File: config.mk
export PLATFORM = sky130hd
export DESIGN_NAME = tick_timer
export DESIGN_NICKNAME = d
export VERILOG_FILES = /design/src/rtl/tick_timer_pkg.sv /design/src/rtl/tick_timer_decode.sv /design/src/rtl/tick_timer_count.sv /design/src/rtl/tick_timer_snap.sv /design/src/rtl/tick_timer.sv
export SDC_FILE = /design/constraint.sdc
export NUM_CORES = 1
export LEC_CHECK = 0
export BUFFER_PORTS_ARGS = -buffer_cell sky130_fd_sc_hd__buf_2
export CAP_MARGIN = 10
export CELL_PAD_IN_SITES_DETAIL_PLACEMENT = 0
export CELL_PAD_IN_SITES_GLOBAL_PLACEMENT = 1
export CORE_MARGIN = 5
export CORE_UTILIZATION = 54
export CTS_BUF_LIST = sky130_fd_sc_hd__clkbuf_8
export CTS_CLUSTER_DIAMETER = 120
export CTS_CLUSTER_SIZE = 8
export DETAILED_ROUTE_END_ITERATION = 16
export GPL_TIMING_DRIVEN = 0
export PLACE_DENSITY_LB_ADDON = 0.15
export SYNTH_ARGS = -nofsm -noshare
export SYNTH_HDL_FRONTEND = slang
export SYNTH_SLANG_ARGS = --single-unit
File: constraint.sdc
create_clock -name clk -period 3.7 [get_ports clk]
set_clock_uncertainty 0.15 [all_clocks]
set_input_delay 0.555 -clock clk [delete_from_list [all_inputs] [get_ports clk]]
set_output_delay 0.555 -clock clk [all_outputs]
set_load 0.01 [all_outputs]
File: src/rtl/tick_timer_pkg.sv
package tick_timer_pkg;

   // control register bit positions (software decodes these)
   localparam int CB_IEN   = 0;
   localparam int CB_CONT  = 1;
   localparam int CB_START = 2;
   localparam int CB_STOP  = 3;

   // status register bit positions
   localparam int SB_TMO   = 0;
   localparam int SB_RUN   = 1;

   // fixed word offsets; period and snapshot blocks follow
   localparam int ADR_STAT = 0;
   localparam int ADR_CTRL = 1;
   localparam int ADR_PER  = 2;

   typedef struct packed {
      logic cont;
      logic ien;
   } ctrl_t;

endpackage

File: src/rtl/tick_timer_decode.sv
module tick_timer_decode #(
   parameter int HALVES = 2,
   parameter int ADDR_W = 3
) (
   input  logic [ADDR_W-1:0] bus_addr,
   input  logic              bus_wr,
   output logic              stat_wr,
   output logic              ctrl_wr,
   output logic [HALVES-1:0] per_wr,
   output logic              snap_wr
);
   import tick_timer_pkg::*;

   localparam int SNAP_BASE = ADR_PER + HALVES;
   localparam int SNAP_END  = SNAP_BASE + HALVES;

   assign stat_wr = bus_wr && (bus_addr == ADDR_W'(ADR_STAT));
   assign ctrl_wr = bus_wr && (bus_addr == ADDR_W'(ADR_CTRL));

   for (genvar i = 0; i < HALVES; i++) begin : g_per
      assign per_wr[i] = bus_wr && (bus_addr == ADDR_W'(ADR_PER + i));
   end

   assign snap_wr = bus_wr && (bus_addr >= ADDR_W'(SNAP_BASE))
                           && (bus_addr <  ADDR_W'(SNAP_END));

endmodule

File: src/rtl/tick_timer_count.sv
module tick_timer_count #(
   parameter int              DATA_W      = 16,
   parameter int              HALVES      = 2,
   parameter longint unsigned PERIOD_INIT = 49999,
   localparam int             CNT_W       = DATA_W * HALVES
) (
   input  logic              clk,
   input  logic              rst_n,
   input  logic [DATA_W-1:0] wdata,
   input  logic [HALVES-1:0] per_wr,
   input  logic              ctrl_wr,
   input  logic              start,
   input  logic              stop,
   input  logic              cont,
   output logic [CNT_W-1:0]  cnt_q,
   output logic [CNT_W-1:0]  per_flat,
   output logic              run_q,
   output logic              evt
);

   logic [HALVES-1:0][DATA_W-1:0] per_q;
   logic [HALVES-1:0][DATA_W-1:0] per_nx;
   logic [CNT_W-1:0]              cnt_nx;
   logic                          run_nx;
   logic                          per_any;

   assign per_any  = |per_wr;
   assign per_flat = per_q;
   assign evt      = run_q && (cnt_q == '0) && !per_any;

   always_comb begin
      per_nx = per_q;
      for (int i = 0; i < HALVES; i++) begin
         if (per_wr[i]) per_nx[i] = wdata;
      end
   end

   always_comb begin
      cnt_nx = cnt_q;
      if (per_any)             cnt_nx = per_nx;
      else if (run_q) begin
         if (cnt_q == '0)      cnt_nx = per_q;
         else                  cnt_nx = cnt_q - 1'b1;
      end
   end

   always_comb begin
      run_nx = run_q;
      if (evt) run_nx = cont;
      if (ctrl_wr) begin
         if (stop)                run_nx = 1'b0;
         else if (start && !run_q) run_nx = 1'b1;
      end
      if (per_any) run_nx = 1'b0;
   end

   always_ff @(posedge clk or negedge rst_n) begin
      if (!rst_n) begin
         per_q <= CNT_W'(PERIOD_INIT);
         cnt_q <= CNT_W'(PERIOD_INIT);
         run_q <= 1'b0;
      end else begin
         per_q <= per_nx;
         cnt_q <= cnt_nx;
         run_q <= run_nx;
      end
   end

   AST_DECREMENT: assert property (@(posedge clk) disable iff (!rst_n)
      (run_q && cnt_q != '0 && !per_any) |=> (cnt_q == $past(cnt_q) - 1'b1));
   AST_RELOAD: assert property (@(posedge clk) disable iff (!rst_n)
      (run_q && cnt_q == '0 && !per_any) |=> (cnt_q == per_flat));
   AST_ONESHOT_STOP: assert property (@(posedge clk) disable iff (!rst_n)
      (evt && !cont && !ctrl_wr) |=> !run_q);
   AST_HOLD_STOPPED: assert property (@(posedge clk) disable iff (!rst_n)
      (!run_q && !per_any) |=> $stable(cnt_q));
   AST_STOP_WINS: assert property (@(posedge clk) disable iff (!rst_n)
      (ctrl_wr && stop) |=> !run_q);
   AST_PERWR_STOPS: assert property (@(posedge clk) disable iff (!rst_n)
      per_any |=> (!run_q && cnt_q == per_flat));

endmodule

File: src/rtl/tick_timer_snap.sv
module tick_timer_snap #(
   parameter int CNT_W = 32
) (
   input  logic             clk,
   input  logic             rst_n,
   input  logic             snap_wr,
   input  logic             run,
   input  logic             per_any,
   input  logic [CNT_W-1:0] cnt,
   output logic [CNT_W-1:0] snap_q
);

   always_ff @(posedge clk or negedge rst_n) begin
      if (!rst_n)       snap_q <= '0;
      else if (snap_wr) snap_q <= cnt;
   end

   // a stopped, untouched counter must still equal the frozen copy
   AST_SNAP_COHERENT: assert property (@(posedge clk) disable iff (!rst_n)
      (snap_wr && !run && !per_any) |=> (snap_q == cnt));

endmodule

File: src/rtl/tick_timer.sv
module tick_timer #(
   parameter int              DATA_W      = 16,
   parameter int              HALVES      = 2,
   parameter longint unsigned PERIOD_INIT = 49999,
   parameter bit              PULSE_EN    = 1'b1,
   localparam int             CNT_W       = DATA_W * HALVES,
   localparam int             ADDR_W      = $clog2(2 + 2 * HALVES)
) (
   input  logic              clk,
   input  logic              rst_n,
   input  logic [ADDR_W-1:0] bus_addr,
   input  logic              bus_wr,
   input  logic              bus_rd,
   input  logic [DATA_W-1:0] bus_wdata,
   output logic [DATA_W-1:0] bus_rdata,
   output logic              irq,
   output logic              tmo_pulse
);
   import tick_timer_pkg::*;

   localparam int SNAP_BASE = ADR_PER + HALVES;

   if (DATA_W < 4) begin : g_bad_width
      $error("tick_timer: DATA_W must hold the four control bits");
   end
   if (HALVES < 1 || CNT_W > 64) begin : g_bad_halves
      $error("tick_timer: counter must be 1..64 bits in whole halves");
   end

   logic              stat_wr, ctrl_wr, snap_wr;
   logic [HALVES-1:0] per_wr;
   logic [CNT_W-1:0]  cnt, per_flat, snap;
   logic              run, evt;
   ctrl_t             ctrl_q;
   logic              tmo_q;
   logic [DATA_W-1:0] rd_nx, rdata_q;

   tick_timer_decode #(
      .HALVES (HALVES),
      .ADDR_W (ADDR_W)
   ) u_decode (
      .bus_addr (bus_addr),
      .bus_wr   (bus_wr),
      .stat_wr  (stat_wr),
      .ctrl_wr  (ctrl_wr),
      .per_wr   (per_wr),
      .snap_wr  (snap_wr)
   );

   tick_timer_count #(
      .DATA_W      (DATA_W),
      .HALVES      (HALVES),
      .PERIOD_INIT (PERIOD_INIT)
   ) u_count (
      .clk      (clk),
      .rst_n    (rst_n),
      .wdata    (bus_wdata),
      .per_wr   (per_wr),
      .ctrl_wr  (ctrl_wr),
      .start    (bus_wdata[CB_START]),
      .stop     (bus_wdata[CB_STOP]),
      .cont     (ctrl_q.cont),
      .cnt_q    (cnt),
      .per_flat (per_flat),
      .run_q    (run),
      .evt      (evt)
   );

   tick_timer_snap #(
      .CNT_W (CNT_W)
   ) u_snap (
      .clk     (clk),
      .rst_n   (rst_n),
      .snap_wr (snap_wr),
      .run     (run),
      .per_any (|per_wr),
      .cnt     (cnt),
      .snap_q  (snap)
   );

   always_ff @(posedge clk or negedge rst_n) begin
      if (!rst_n) begin
         ctrl_q <= '0;
      end else if (ctrl_wr) begin
         ctrl_q.ien  <= bus_wdata[CB_IEN];
         ctrl_q.cont <= bus_wdata[CB_CONT];
      end
   end

   // set beats clear when both land in one cycle
   always_ff @(posedge clk or negedge rst_n) begin
      if (!rst_n)       tmo_q <= 1'b0;
      else if (evt)     tmo_q <= 1'b1;
      else if (stat_wr) tmo_q <= 1'b0;
   end

   assign irq = tmo_q & ctrl_q.ien;

   if (PULSE_EN) begin : g_pulse
      logic pulse_q;
      always_ff @(posedge clk or negedge rst_n) begin
         if (!rst_n) pulse_q <= 1'b0;
         else        pulse_q <= evt;
      end
      assign tmo_pulse = pulse_q;

      AST_PULSE_FLAG: assert property (@(posedge clk) disable iff (!rst_n)
         tmo_pulse |-> tmo_q);
   end else begin : g_no_pulse
      assign tmo_pulse = 1'b0;
   end

   always_comb begin
      rd_nx = '0;
      if (bus_addr == ADDR_W'(ADR_STAT)) begin
         rd_nx[SB_TMO] = tmo_q;
         rd_nx[SB_RUN] = run;
      end else if (bus_addr == ADDR_W'(ADR_CTRL)) begin
         rd_nx[CB_IEN]  = ctrl_q.ien;
         rd_nx[CB_CONT] = ctrl_q.cont;
      end
      for (int i = 0; i < HALVES; i++) begin
         if (bus_addr == ADDR_W'(ADR_PER + i))   rd_nx = per_flat[i*DATA_W +: DATA_W];
         if (bus_addr == ADDR_W'(SNAP_BASE + i)) rd_nx = snap[i*DATA_W +: DATA_W];
      end
   end

   always_ff @(posedge clk or negedge rst_n) begin
      if (!rst_n)      rdata_q <= '0;
      else if (bus_rd) rdata_q <= rd_nx;
   end

   assign bus_rdata = rdata_q;

   AST_TMO_SET: assert property (@(posedge clk) disable iff (!rst_n)
      evt |=> tmo_q);
   AST_TMO_STICKY: assert property (@(posedge clk) disable iff (!rst_n)
      (tmo_q && !stat_wr) |=> tmo_q);

endmodule

# [Yosys cells after proc, flatten, opt, wreduce, memory -nomap -nowiden]
# Cells that the tools add are included.
[op_classes] n_reduce_logical=16 n_bitwise=1 muxes=18 order_cmp=2 n_eq_ne=5 n_addsub=1
[op_table] operator="$mux W16" n=6
[op_table] operator="$mux W32" n=3
[op_table] operator="$logic_not A32 Y1" n=1
[op_table] operator="$sub A32 B1 Y32 const B" n=1
[op_table] operator="$logic_and A1 B1 Y1" n=9
[op_table] operator="$mux W1" n=7
[op_table] operator="$eq A3 B2 Y1 const B" n=2
[op_table] operator="$eq A3 B3 Y1 const B" n=2
[op_table] operator="$mux W2" n=2
[op_table] operator="$reduce_bool A2 Y1" n=2
[op_table] operator="$eq A3 B1 Y1 const B" n=1
[op_table] operator="$ge A3 B3 Y1 const B" n=1
[op_table] operator="$logic_not A3 Y1" n=1
[op_table] operator="$lt A3 B3 Y1 const B" n=1
[op_table] operator="$logic_not A1 Y1" n=2
[op_table] operator="$reduce_or A2 Y1" n=1
[op_table] operator="$and A1 B1 Y1" n=1
[word_totals] regBits=117 out_inout_bits=18 inputBits=23 word_cells=53

# [Depth between registers and ports, before layout]
# Gate-level depths: netlist (run 1).
[logic_depth] depth_word=10 depth_mapped=10 mapped_depth_nobuf=8

# [Cells and area by module]
# Synthesis (run 1) repeated with hierarchy kept, for this count alone.
[hier_totals] cells_unflattened=562 hier_area_um2=6542.5
[by_module_without_submodules] module="tick_timer_count" cells_each=359 seq_area_each_um2=1649.1 area_each_um2=3648.5 n_inst=1
[by_module_without_submodules] module="tick_timer" cells_each=130 seq_area_each_um2=500.5 area_each_um2=1487.7 n_inst=1
[by_module_without_submodules] module="tick_timer_snap" cells_each=68 seq_area_each_um2=800.8 area_each_um2=1345.0 n_inst=1
[by_module_without_submodules] module="tick_timer_decode" cells_each=5 seq_area_each_um2=0.0 area_each_um2=61.3 n_inst=1

# [Worst setup path after synthesis (run 1)]
# No wires, ideal clock.
[synth_path] path_kind="in2reg" start="in bus_addr[2]" end="reg u_count.per_q, in the netlist u_count.per_flat[21]" arrival_time_ps=2282 cell_stages=8 setup_time_ps=125 setup_slack_ps=1143 n_path_buf=4 t_required_ps=3425 cell_sequence="clkbuf_1 -> nor2b_1 -> buf_2 -> and2_1 -> clkbuf_1 -> nand2_1 -> clkbuf_1 -> mux2_2"
[synth_rtl] element="start: declaration" line_no="tick_timer.sv:11" text="input logic [ADDR_W-1:0] bus_addr,"
[synth_rtl] element="end signal: assignment" line_no="tick_timer_count.sv:59" text="per_q <= CNT_W'(PERIOD_INIT);"
[synth_rtl] element="end signal: assignment" line_no="tick_timer_count.sv:63" text="per_q <= per_nx;"
[synth_rtl] element="end: declaration" line_no="tick_timer_count.sv:21" text="logic [HALVES-1:0][DATA_W-1:0] per_q;"

# [Final worst setup path (run 1)]
[layout_path] start="reg u_count.cnt_q[18]" end="reg u_count.cnt_q[17]"
[layout_via] elab_chain_len=4
[layout_lines] element="start: declaration" line_no="tick_timer_count.sv:15" text="output logic [CNT_W-1:0] cnt_q,"
[layout_lines] element="start signal: assignment" line_no="tick_timer_count.sv:60" text="cnt_q <= CNT_W'(PERIOD_INIT);"
[layout_lines] element="start signal: assignment" line_no="tick_timer_count.sv:64" text="cnt_q <= cnt_nx;"
[layout_lines] element="$logic_not A32 Y1" line_no="tick_timer_count.sv:42" text="if (cnt_q == '0) cnt_nx = per_q;"
[layout_lines] element="$mux W32" line_no="tick_timer_count.sv:42"
[layout_lines] element="$mux W32" line_no="tick_timer_count.sv:41" text="else if (run_q) begin"
[layout_lines] element="$mux W32" line_no="tick_timer_count.sv:40" text="if (per_any) cnt_nx = per_nx;"
# Every way passes these cells. The select of a mux whose other input is x is not followed.
# A chain may end at the register's enable or synchronous reset.

==> results of run 1 <==
[layer usage]
layer	up-vias	GRT usage [%]	wire length [µm]
li1	2357	-	-
met5	-	0	0
met1	2601	36.13	7877
met3	39	6.679	1319
met2	210	43.14	8728
met4	0	11.33	583
[what timing repair did]
action,in CTS,in global routing
hold buffers,1,0
hold endpoints to repair,31,0
setup endpoints to repair,0,0
gates resized for setup,0,0
[how the worst min path moves through the flow]
| stage | from | end | slack [ns] | cells after the start |
|---|---|---|---|---|
| after CTS | bus_wdata[7] | u_count.per_flat[23] | 0.21 | 2 |
| after global placement | u_snap.snap_q[1] | u_snap.snap_q[1] | 0.32 | 2 |
| after detailed placement | rst_n | bus_rdata[0] | 0.33 | 1 |
| after global routing | bus_wdata[5] | u_count.per_flat[21] | 0.23 | 2 |
| final | bus_wdata[7] | u_count.per_flat[23] | 0.23 | 2 |
| after floorplan | rst_n | bus_rdata[0] | 0.11 | 0 |
[cells by family (layout without fill, tap and decap cells)]
kind of cell / Yosys count / count (layout) / share of synthesized area (%)
AO/OA/AOI/OAI: 118 / 118 / 12.96
XOR/XNOR: 22 / 22 / 3.089
adder cells (fa/ha/maj): 2 / 2 / 0.4011
buffers and inverters: 50 / 121 / 3.189
flip-flops: 117 / 117 / 47.30
multiplexers: 98 / 98 / 17.33
AND/OR/NAND/NOR: 196 / 196 / 15.73
[sequential cells by signal, summed over array words and instances, names as in the netlist]
| name | cells |
|---|---|
| tmo_q | 1 |
| bus_rdata | 16 |
| tmo_pulse | 1 |
| u_count.run_q | 1 |
| u_count.cnt_q | 32 |
| ctrl_q | 2 |
| u_snap.snap_q | 32 |
| u_count.per_flat | 32 |
[worst max-delay path, cell delays in order, from the launching register on]
cell     delay (ns)
dfrtp_1        0.45
or4_4          0.61
nor4_4         0.63
nand4_1        0.24
buf_2          0.27
buf_2          0.25
o31ai_1        0.34
a21oi_1        0.07
[area by class of cell]
| cell class | count | area (µm²) | share of cell area, % |
|---|---|---|---|
| Buffer | 46 | 183.9 | 2.625 |
| Clock buffer | 21 | 289.0 | 4.125 |
| Clock inverter | 11 | 72.57 | 1.036 |
| Inverter | 4 | 15.01 | 0.2143 |
| Multi-Input combinational cell | 436 | 3088 | 44.07 |
| Sequential cell | 117 | 2950 | 42.11 |
| Tap cell | 143 | 178.9 | 2.554 |
| Timing Repair Buffer | 39 | 229.0 | 3.268 |
[power groups by stage]
stage	Combinational, µW	Sequential [µW]	Clock, µW
4_1_cts	1380	2140	1090
3_5_place_dp	1370	2160	0
5_1_grt	1520	2210	1150
6_report	1380	2160	1080
2_1_floorplan	1020	2050	0
3_3_place_gp	1330	2140	0
[stage by stage]
| stage | util, % | setup slack [ns] | area [µm²] | std cells | power (µW) |
|---|---|---|---|---|---|
| global placement | 58.06 | 0.4933 | 6601 | 783 | 3464 |
| finish | 61.63 | 0.5429 | 7007 | 817 | 4615 |
| CTS | 61.63 | 0.6051 | 7007 | 817 | 4613 |
| global route | 61.63 | 0.5122 | 7007 | 817 | 4882 |
| detailed placement | 58.36 | 0.4428 | 6635 | 784 | 3532 |
| floorplan | - | 1.143 | 6237 | 603 | 3068 |
[cells in the mapped netlist (4+ instances only)]
cell      instances
nand2_1          43
mux2_2           80
buf_2             9
a222oi_1         14
a31oi_1          10
nor4_1            6
xor2_1            6
dfstp_2          18
nor3_1           13
inv_1             4
or4_1             5
o211ai_1         13
a21oi_1          15
o221ai_1          6
xnor2_1          16
or3_1             4
o31ai_1           4
clkbuf_1         34
nand4_1           4
dfrtp_1          99
nand3_1          43
o21ai_0          29
nor2b_1           4
nor4b_1           4
a21o_1           14
nor2_1           53
mux2i_1          18
==> PnR_summary.wiki, run 1 <==
{| class="wikitable"
! Metric !! Value
|-
| Run status || complete, no violations
|-
| Final count of pins violating max slew || 0
|-
| Routed wirelength normalized by instance count || 22.65 µm
|-
| Remaining design rule violation count || 0
|-
| Post-synthesis cell type with the largest combined area || dfrtp_1
|-
| Finish-stage setup viols || 0
|-
| Worst R2R Path Depth || 7
|-
| Slew headroom || 37.76%
|-
| Cells after Synth || 603
|-
| Main area contributors after synthesis || dfrtp_1, mux2_2, dfstp_2, nand3_1, nor2_1
|-
| Number of input and output port buffers inserted || 37
|-
| Most common cell after layout, fill and taps aside || dfrtp_1
|-
| Overall routed net length || 18.51 mm
|-
| Proportion of power drawn by the clock network || 23.3%
|-
| Total internal power || 2980 µW
|-
| Number of hold violations in the final report || 0
|-
| Die boundary width || 117.5 µm
|-
| Final antenna diode count || 0
|-
| Commonest non-fill, non-tap cells in the layout || dfrtp_1, mux2_2, nor2_1
|-
| Post-synthesis cell type count || 50
|-
| Wire length of the first global-routing pass || 29.13 mm
|-
| Clock transition at the register clock pins on the worst setup and hold paths after CTS || 0.07 ns
|-
| Std-Cell Core Area || 11370 µm²
|-
| Maximum ir drop on the vdd rail || 0.4586 mV
|-
| HPWL after detailed placement || 12.92 mm
|-
| Path type of the worst min-delay path || input pin to register
|-
| Post-synthesis async set-or-reset flop share || 100.0%
|-
| Number of primary I/O pins || 41
|-
| Core Rows || 39
|-
| Slew @ Worst Pin || 0.9336 ns
|-
| Part of the Yosys area used for sequential elements || 47.30%
|-
| Combinational Power Share || 30.0%
|-
| Critical Path AT || 3.32 ns
|-
| Die ar. || 13800 µm²
|-
| Area share of the largest cell type after synthesis || 39.72%
|-
| Net count, final || 686
|-
| Share of total power in sequential cells || 46.7%
|-
| Critical path destination || u_count.cnt_q[17]
|-
| Remaining Overflow, GRT || 0
|-
| Beginning of the worst register-to-register path || u_count.cnt_q[18]
|-
| CTS H-tree depth || 4
|-
| Setup TNS after final layout || 0 ns
|-
| Final-layout fill cell count || 967
|-
| Top_reg_cell synth || dfrtp_1
|-
| Area added between synthesis and finish || 12.34%
|-
| Largest net degree at the start of global routing || 83
|-
| Number of nets in the synthesized netlist || 628
|-
| Switching share of total power || 35.43%
|-
| Via count of the routed design || 5207
|-
| Average instance area after synthesis || 10.34 µm²
|-
| Via count normalized by instance count || 6.373
|-
| Power Dens Cells || 658.7 nW/µm²
|-
| Smallest hold slack || 0.2316 ns
|-
| Worst-case clock buffer depth || 2
|-
| Global-route usage over all layers || 27.33%
|-
| Top fanout value on the critical path || 10
|-
| Sink count of the clock tree || 117
|-
| Timing-limited maximum frequency || 316.7 MHz
|-
| Die span in y || 117.5 µm
|-
| CP Data Required Time || 3.87 ns
|-
| Switching component of the power || 1635 µW
|-
| Antenna violations before repair || 0
|-
| Remaining number of nets flagged by the antenna check after routing || 0
|-
| Number of warnings issued by yosys || 0
|-
| Path type of the worst setup path || register to register
|-
| Number of max-cap violations || 0
|-
| RSZ-0062 raised after global routing || no
|-
| First-pass iteration count of the detailed router || 7
|-
| Crit share post-route || 85.33%
|-
| Root buffer selected by CTS || clkbuf_8
|-
| Post-synthesis register bit count || 117
|-
| Critical Path Sink Type || register
|-
| Fraction of final layout cells sized beyond drive strength 1 || 26.26%
|-
| Slack of the worst reg-to-reg path || 0.54 ns
|-
| Iter 0 DRT Violations || 506
|-
| Number of buffers inserted by post-CTS setup repair || 0
|-
| Clock period minus worst slack || 3.157 ns
|-
| Element type at the critical path start || register
|-
| Final weighted congestion in routability-driven placement || 0.9257
|-
| Leak Pwr || 0.003123 µW
|-
| Post-synth EDFFs || 0
|-
| Insertion delay of the later-clocked pin in the worst-skew pair || 0.45 ns
|-
| CTS tree || built
|-
| Destination of the worst register-to-register timing path || u_count.cnt_q[17]
|-
| Initial Util || 54.86%
|-
| Via count of the first global-routing pass || 5196
|-
| Post-synthesis cell area || 6237 µm²
|-
| TritonCTS buffer count || 17
|-
| Crit path launch || u_count.cnt_q[18]
|}
No activity file was read; power rests on OpenSTA's default activity.
==> run 2: changes to the inputs <==
CORE_UTILIZATION = 45   (was 54)
MAX_ROUTING_LAYER = met4   (was default)
PLACE_DENSITY_LB_ADDON = 0.1   (was 0.15)
clock period = 2.67 ns   (was 3.7 ns; I/O delays follow)
==> run 2 against run 1 <==
Compared with the run above:
- combinational power rose by 52%
- global-route usage shrank 0.43 points
- hold slack got worse by 0.16 ns
- utilization down 8.9 points
- critical endpoint is now u_count.cnt_q[0]
- wire length rose by 11%
- count of clock-buffer cells in the layout is 2 higher
- highest routed layer unchanged
- die area grew 18%
- sequential cell count did not move
- final cell count increased by 5.6%
==> PnR_summary.wiki, run 2 (synthesis gave the netlist of run 1 again) <==
{| class="wikitable"
! Metric !! Value
|-
| Run status || complete, no violations
|-
| HPWL after detailed placement || 13.70 mm
|-
| Std-Cell Core Area || 13720 µm²
|-
| Die ar. || 16320 µm²
|-
| Final count of pins violating max slew || 0
|-
| Share of total power in sequential cells || 45.9%
|-
| Sink count of the clock tree || 117
|-
| Total internal power || 4192 µW
|-
| Die boundary width || 127.7 µm
|-
| Remaining Overflow, GRT || 0
|-
| Via count of the first global-routing pass || 5159
|-
| Via count normalized by instance count || 6.116
|-
| Antenna violations before repair || 0
|-
| Worst-case clock buffer depth || 2
|-
| Clock transition at the register clock pins on the worst setup and hold paths after CTS || 0.07 ns
|-
| Standard cell with the maximum stage delay on the critical path || or4_4
|-
| Number of primary I/O pins || 41
|-
| Initial Util || 45.46%
|-
| CP Data Required Time || 2.86 ns
|-
| Element type at the critical path start || register
|-
| Global-route usage over all layers || 26.89%
|-
| Net count, final || 695
|-
| Iter 0 DRT Violations || 552
|-
| Combinational Power Share || 31.9%
|-
| First-pass iteration count of the detailed router || 5
|-
| Slew @ Worst Pin || 0.9307 ns
|-
| Timing-limited maximum frequency || 376.6 MHz
|-
| Slew headroom || 37.95%
|-
| Final weighted congestion in routability-driven placement || 0.8890
|-
| Critical Path Sink Type || register
|-
| Core Rows || 43
|-
| Area added between synthesis and finish || 16.03%
|-
| Leak Pwr || 0.003201 µW
|-
| Critical Path AT || 2.85 ns
|-
| Buffering stage count on the worst path with inverters included || 3
|-
| Final worst setup slack || 0.01438 ns
|-
| Top cell family by delay on the critical path || simple AND/OR/NAND/NOR gates
|-
| Die span in y || 127.7 µm
|-
| CTS tree || built
|-
| Power Dens Cells || 907.7 nW/µm²
|-
| Fraction of final layout cells sized beyond drive strength 1 || 30.60%
|-
| Setup TNS after final layout || 0 ns
|-
| Proportion of power drawn by the clock network || 22.2%
|-
| CTS H-tree depth || 4
|-
| TritonCTS buffer count || 17
|-
| Most frequent CP cell || buf_4
|-
| Sum of internal, switching and leakage power || 6569 µW
|-
| Insertion delay of the later-clocked pin in the worst-skew pair || 0.44 ns
|-
| Number of hold violations in the final report || 0
|-
| Largest net degree at the start of global routing || 85
|-
| Switching component of the power || 2377 µW
|-
| Switching share of total power || 36.19%
|-
| Clock period minus worst slack || 2.656 ns
|-
| Cell Chain, Critical Path || buf_2 -> or4_4 -> nor4_4 -> nand4_1 -> buf_4 -> buf_4 -> mux2_2 -> o221ai_1 -> o21ai_0
|-
| Routed wirelength normalized by instance count || 23.77 µm
|-
| Number of input and output port buffers inserted || 37
|-
| Final antenna diode count || 0
|-
| Maximum ir drop on the vdd rail || 0.4751 mV
|-
| CP max stage delay || 0.61 ns
|-
| Commonest non-fill, non-tap cells in the layout || dfrtp_1, mux2_2, nor2_1
|-
| Overall routed net length || 20.51 mm
|-
| Dpl ws || -0.5357 ns
|-
| Wire length of the first global-routing pass || 31.67 mm
|-
| Path type of the worst min-delay path || input pin to register
|-
| RSZ-0062 raised after global routing || yes
|-
| Finish-stage setup viols || 0
|-
| Remaining design rule violation count || 0
|-
| Most common cell after layout, fill and taps aside || dfrtp_1
|-
| Crit share post-route || 99.46%
|-
| Top fanout value on the critical path || 8
|-
| Root buffer selected by CTS || clkbuf_8
|-
| Number of max-cap violations || 0
|-
| Via count of the routed design || 5278
|-
| Remaining number of nets flagged by the antenna check after routing || 0
|-
| Path type of the worst setup path || register to register
|}
-- run 2: cell count changes in the layout (fill, tap and decap cells not counted), sizes merged --
cell	change
clkbuf	+3
bufinv	-1
buf	+8
clkinv	-1
-- run 2: area by class of cell --
cell class                      count  area [µm²]
Fill cell                        1322        6482
Multi-Input combinational cell    436        3189
Sequential cell                   117        2953
Clock buffer                       23       316.6
Timing Repair Buffer               49       304.0
Tap cell                          180       225.2
Buffer                             45       196.4
Clock inverter                      9       37.54
Inverter                            4       15.01
-- run 2: repair_timing --
action	CTS	global route
setup endpoints to repair	45	44
endpoints found under the hold margin	33	0
buffers inserted	4	6
gates resized for setup	10	23
hold buffers	1	0
pin swaps	3	4
-- run 2: worst paths after layout --
kind | from | end | slack [ns] | cells past startpoint
worst min register to register | bus_rdata[3] | bus_rdata[3] | 0.35 | 1
worst max register to register | u_count.cnt_q[4] | u_count.cnt_q[0] | 0.01 | 9
max in group asynchronous | rst_n | u_count.cnt_q[6] | 1.33 | 3
worst max-delay path | u_count.cnt_q[4] | u_count.cnt_q[0] | 0.01 | 9
min in group asynchronous | rst_n | tmo_pulse | 0.27 | 2
worst min-delay path | bus_wdata[10] | u_count.per_flat[26] | 0.07 | 2
-- run 2: per-stage QoR --
step	cells	util (%)	hold WS [ns]	area (µm²)
after floorplan	603	-	-0.04509	6237
after global placement	820	48.45	0.3337	6648
after detailed placement	821	48.70	0.1637	6681
after CTS	857	51.86	0.04886	7114
after global routing	863	52.75	0.06520	7237
final	863	52.75	0.06875	7237
-- run 2: layer usage --
| metal | global-route usage, % | part of all wire (%) | vias up |
|---|---|---|---|
| li1 | - | - | 2358 |
| met1 | 36.82 | 45 | 2658 |
| met2 | 39.06 | 45 | 215 |
| met3 | 5.375 | 6.5 | 47 |
| met4 | 11.36 | 3.2 | 0 |
| met5 | - | 0 | - |
-- run 2: power by group through the flow --
stage | sequential [µW] | combinational [µW] | clock [µW]
2_1_floorplan | 2840 | 1410 | 0
3_3_place_gp | 2980 | 1880 | 0
3_5_place_dp | 3000 | 1920 | 0
4_1_cts | 2980 | 1970 | 1490
5_1_grt | 3100 | 2310 | 1570
6_report | 3020 | 2100 | 1460
==> run 3: changes to the inputs <==
CORE_UTILIZATION = 44   (was 45)
CTS_BUF_LIST = sky130_fd_sc_hd__clkbuf_4 sky130_fd_sc_hd__clkbuf_8 sky130_fd_sc_hd__clkbuf_16   (was sky130_fd_sc_hd__clkbuf_8)
PLACE_DENSITY = 0.85   (was default)
PLACE_DENSITY_LB_ADDON = default   (was 0.1)
==> run 3 against run 2 <==
Compared with the run above:
- largest cell class unchanged
- global-route usage down 2.0 points
- power up 13%
- design area up 2.5%
- clock power up 67%
- critical path type unchanged
- die area up 2.1%
==> PnR_summary.wiki, run 3 (synthesis gave the netlist of run 1 again) <==
{| class="wikitable"
! Metric !! Value
|-
| Crit path launch || u_count.cnt_q[18]
|-
| Clock period minus worst slack || 2.598 ns
|-
| Net count, final || 690
|-
| HPWL after detailed placement || 13.10 mm
|-
| Element type at the critical path start || register
|-
| Via count of the routed design || 5403
|-
| Finish-stage setup viols || 0
|-
| Leak Pwr || 0.003269 µW
|-
| Antenna violations before repair || 0
|-
| CP Data Required Time || 2.82 ns
|-
| Timing-limited maximum frequency || 384.9 MHz
|-
| CTS tree || built
|-
| CP max stage delay || 0.61 ns
|-
| Post-route cell area || 7420 µm²
|-
| Top fanout value on the critical path || 10
|-
| Routed wirelength normalized by instance count || 22.62 µm
|-
| Smallest hold slack || 0.09099 ns
|-
| Buffering stage count on the worst path with inverters included || 3
|-
| Crit share post-route || 97.30%
|-
| Final count of pins violating max slew || 0
|-
| Instance count along the most critical hold path || 2
|-
| Final antenna diode count || 0
|-
| Critical Path AT || 2.75 ns
|-
| TritonCTS buffer count || 17
|-
| Placed Instance Area || 6681 µm²
|-
| Path type of the worst setup path || register to register
|-
| CTS H-tree depth || 4
|-
| Wire length of the first global-routing pass || 30.17 mm
|-
| Fraction of final layout cells sized beyond drive strength 1 || 29.50%
|-
| Overall routed net length || 19.41 mm
|-
| First-pass iteration count of the detailed router || 6
|-
| Via count of the first global-routing pass || 5291
|-
| Iter 0 DRT Violations || 701
|-
| Clock transition at the register clock pins on the worst setup and hold paths after CTS || 0.06 ns
|-
| Remaining number of nets flagged by the antenna check after routing || 0
|-
| Std-Cell Core Area || 13880 µm²
|-
| Root buffer selected by CTS || clkbuf_16
|-
| Setup TNS after final layout || 0 ns
|-
| Standard cell with the maximum stage delay on the critical path || or4_4
|-
| Slew headroom || 36.05%
|-
| Area added between synthesis and finish || 18.96%
|-
| Maximum ir drop on the vdd rail || 0.5276 mV
|-
| Launch instance of the worst min-delay path || bus_wdata[10]
|-
| Remaining design rule violation count || 0
|-
| Die boundary width || 129.1 µm
|-
| Insertion delay of the later-clocked pin in the worst-skew pair || 0.43 ns
|-
| Die span in y || 129.1 µm
|-
| Critical Path Stages || 8
|-
| Critical Path Sink Type || register
|-
| Beginning of the worst register-to-register path || u_count.cnt_q[18]
|-
| Top cell family by delay on the critical path || simple AND/OR/NAND/NOR gates
|-
| Remaining Overflow, GRT || 0
|-
| Sum of internal, switching and leakage power || 7455 µW
|-
| Power Dens Cells || 1005 nW/µm²
|-
| Number of max-cap violations || 0
|-
| Final weighted congestion in routability-driven placement || 0.9010
|-
| Sink count of the clock tree || 117
|-
| Worst R2R Path Depth || 8
|-
| Final-layout fill cell count || 1250
|-
| Commonest non-fill, non-tap cells in the layout || dfrtp_1, mux2_2, nor2_1
|-
| Core Rows || 43
|-
| Number of primary I/O pins || 41
|-
| Global-route usage over all layers || 24.87%
|-
| Via count normalized by instance count || 6.297
|-
| Utilization of the core after routing || 53.45%
|-
| Number of input and output port buffers inserted || 37
|-
| Number of hold violations in the final report || 0
|-
| Worst-case clock buffer depth || 2
|-
| Most common cell after layout, fill and taps aside || dfrtp_1
|-
| Initial Util || 44.93%
|-
| Path type of the worst min-delay path || input pin to register
|-
| Slew @ Worst Pin || 0.9504 ns
|-
| Cell Chain, Critical Path || or4_4 -> nor4_4 -> buf_4 -> nand4_1 -> buf_6 -> buf_2 -> nand2_2 -> o21ai_0
|-
| Largest net degree at the start of global routing || 84
|-
| Die ar. || 16660 µm²
|-
| Run status || complete, no violations
|}
==> run 3: report_power, final <==
group / internal, µW / switching, µW
logic: 939 / 1070
clock network: 1630 / 808
registers: 2430 / 578
==> run 3: per-stage QoR <==
stage,instances,worst slack [ns]
6_report,858,0.07205
3_5_place_dp,821,-0.4290
5_1_grt,858,-0.01472
3_3_place_gp,820,-0.4066
4_1_cts,857,0.004195
2_1_floorplan,603,0.1983
==> run 3: timing repair <==
item | 4_1_cts | 5_1_grt
cloned | 0 | 0
buffers inserted | 4 | 1
hold buffers | 1 | 0
gates resized for setup | 7 | 11
endpoints found under the hold margin | 34 | 0
pin swaps | 3 | 1
endpoints found under the setup margin | 35 | 42
==> run 3: path summary, 6_finish.rpt <==
path	to	slack, ns
max in group asynchronous	u_count.per_flat[3]	1.33
worst max register to register	u_count.cnt_q[22]	0.07
worst max-delay path	u_count.cnt_q[22]	0.07
worst min-delay path	u_count.per_flat[26]	0.09
min in group asynchronous	tmo_q	0.28
worst min register to register	bus_rdata[5]	0.35
==> run 3: area by class of cell <==
class                           instances  area [µm²]  area share [%]
Multi-Input combinational cell        436        3144           42.38
Sequential cell                       117        2952           39.78
Clock buffer                           22       475.5           6.408
Timing Repair Buffer                   44       266.5           3.592
Tap cell                              180       225.2           3.035
Buffer                                 45       188.9           2.546
Clock inverter                         10       152.6           2.057
Inverter                                4       15.01          0.2024
==> run 3: per-layer routing <==
metal | wire (µm) | up-vias | part of all wire [%] | global-route usage, %
met5 | 0 | - | 0 | -
met4 | 488 | 0 | 2.5 | 9.636
met3 | 1710 | 48 | 8.8 | 5.812
met2 | 9095 | 300 | 47 | 37.13
met1 | 8114 | 2699 | 42 | 33.00
li1 | - | 2356 | - | -
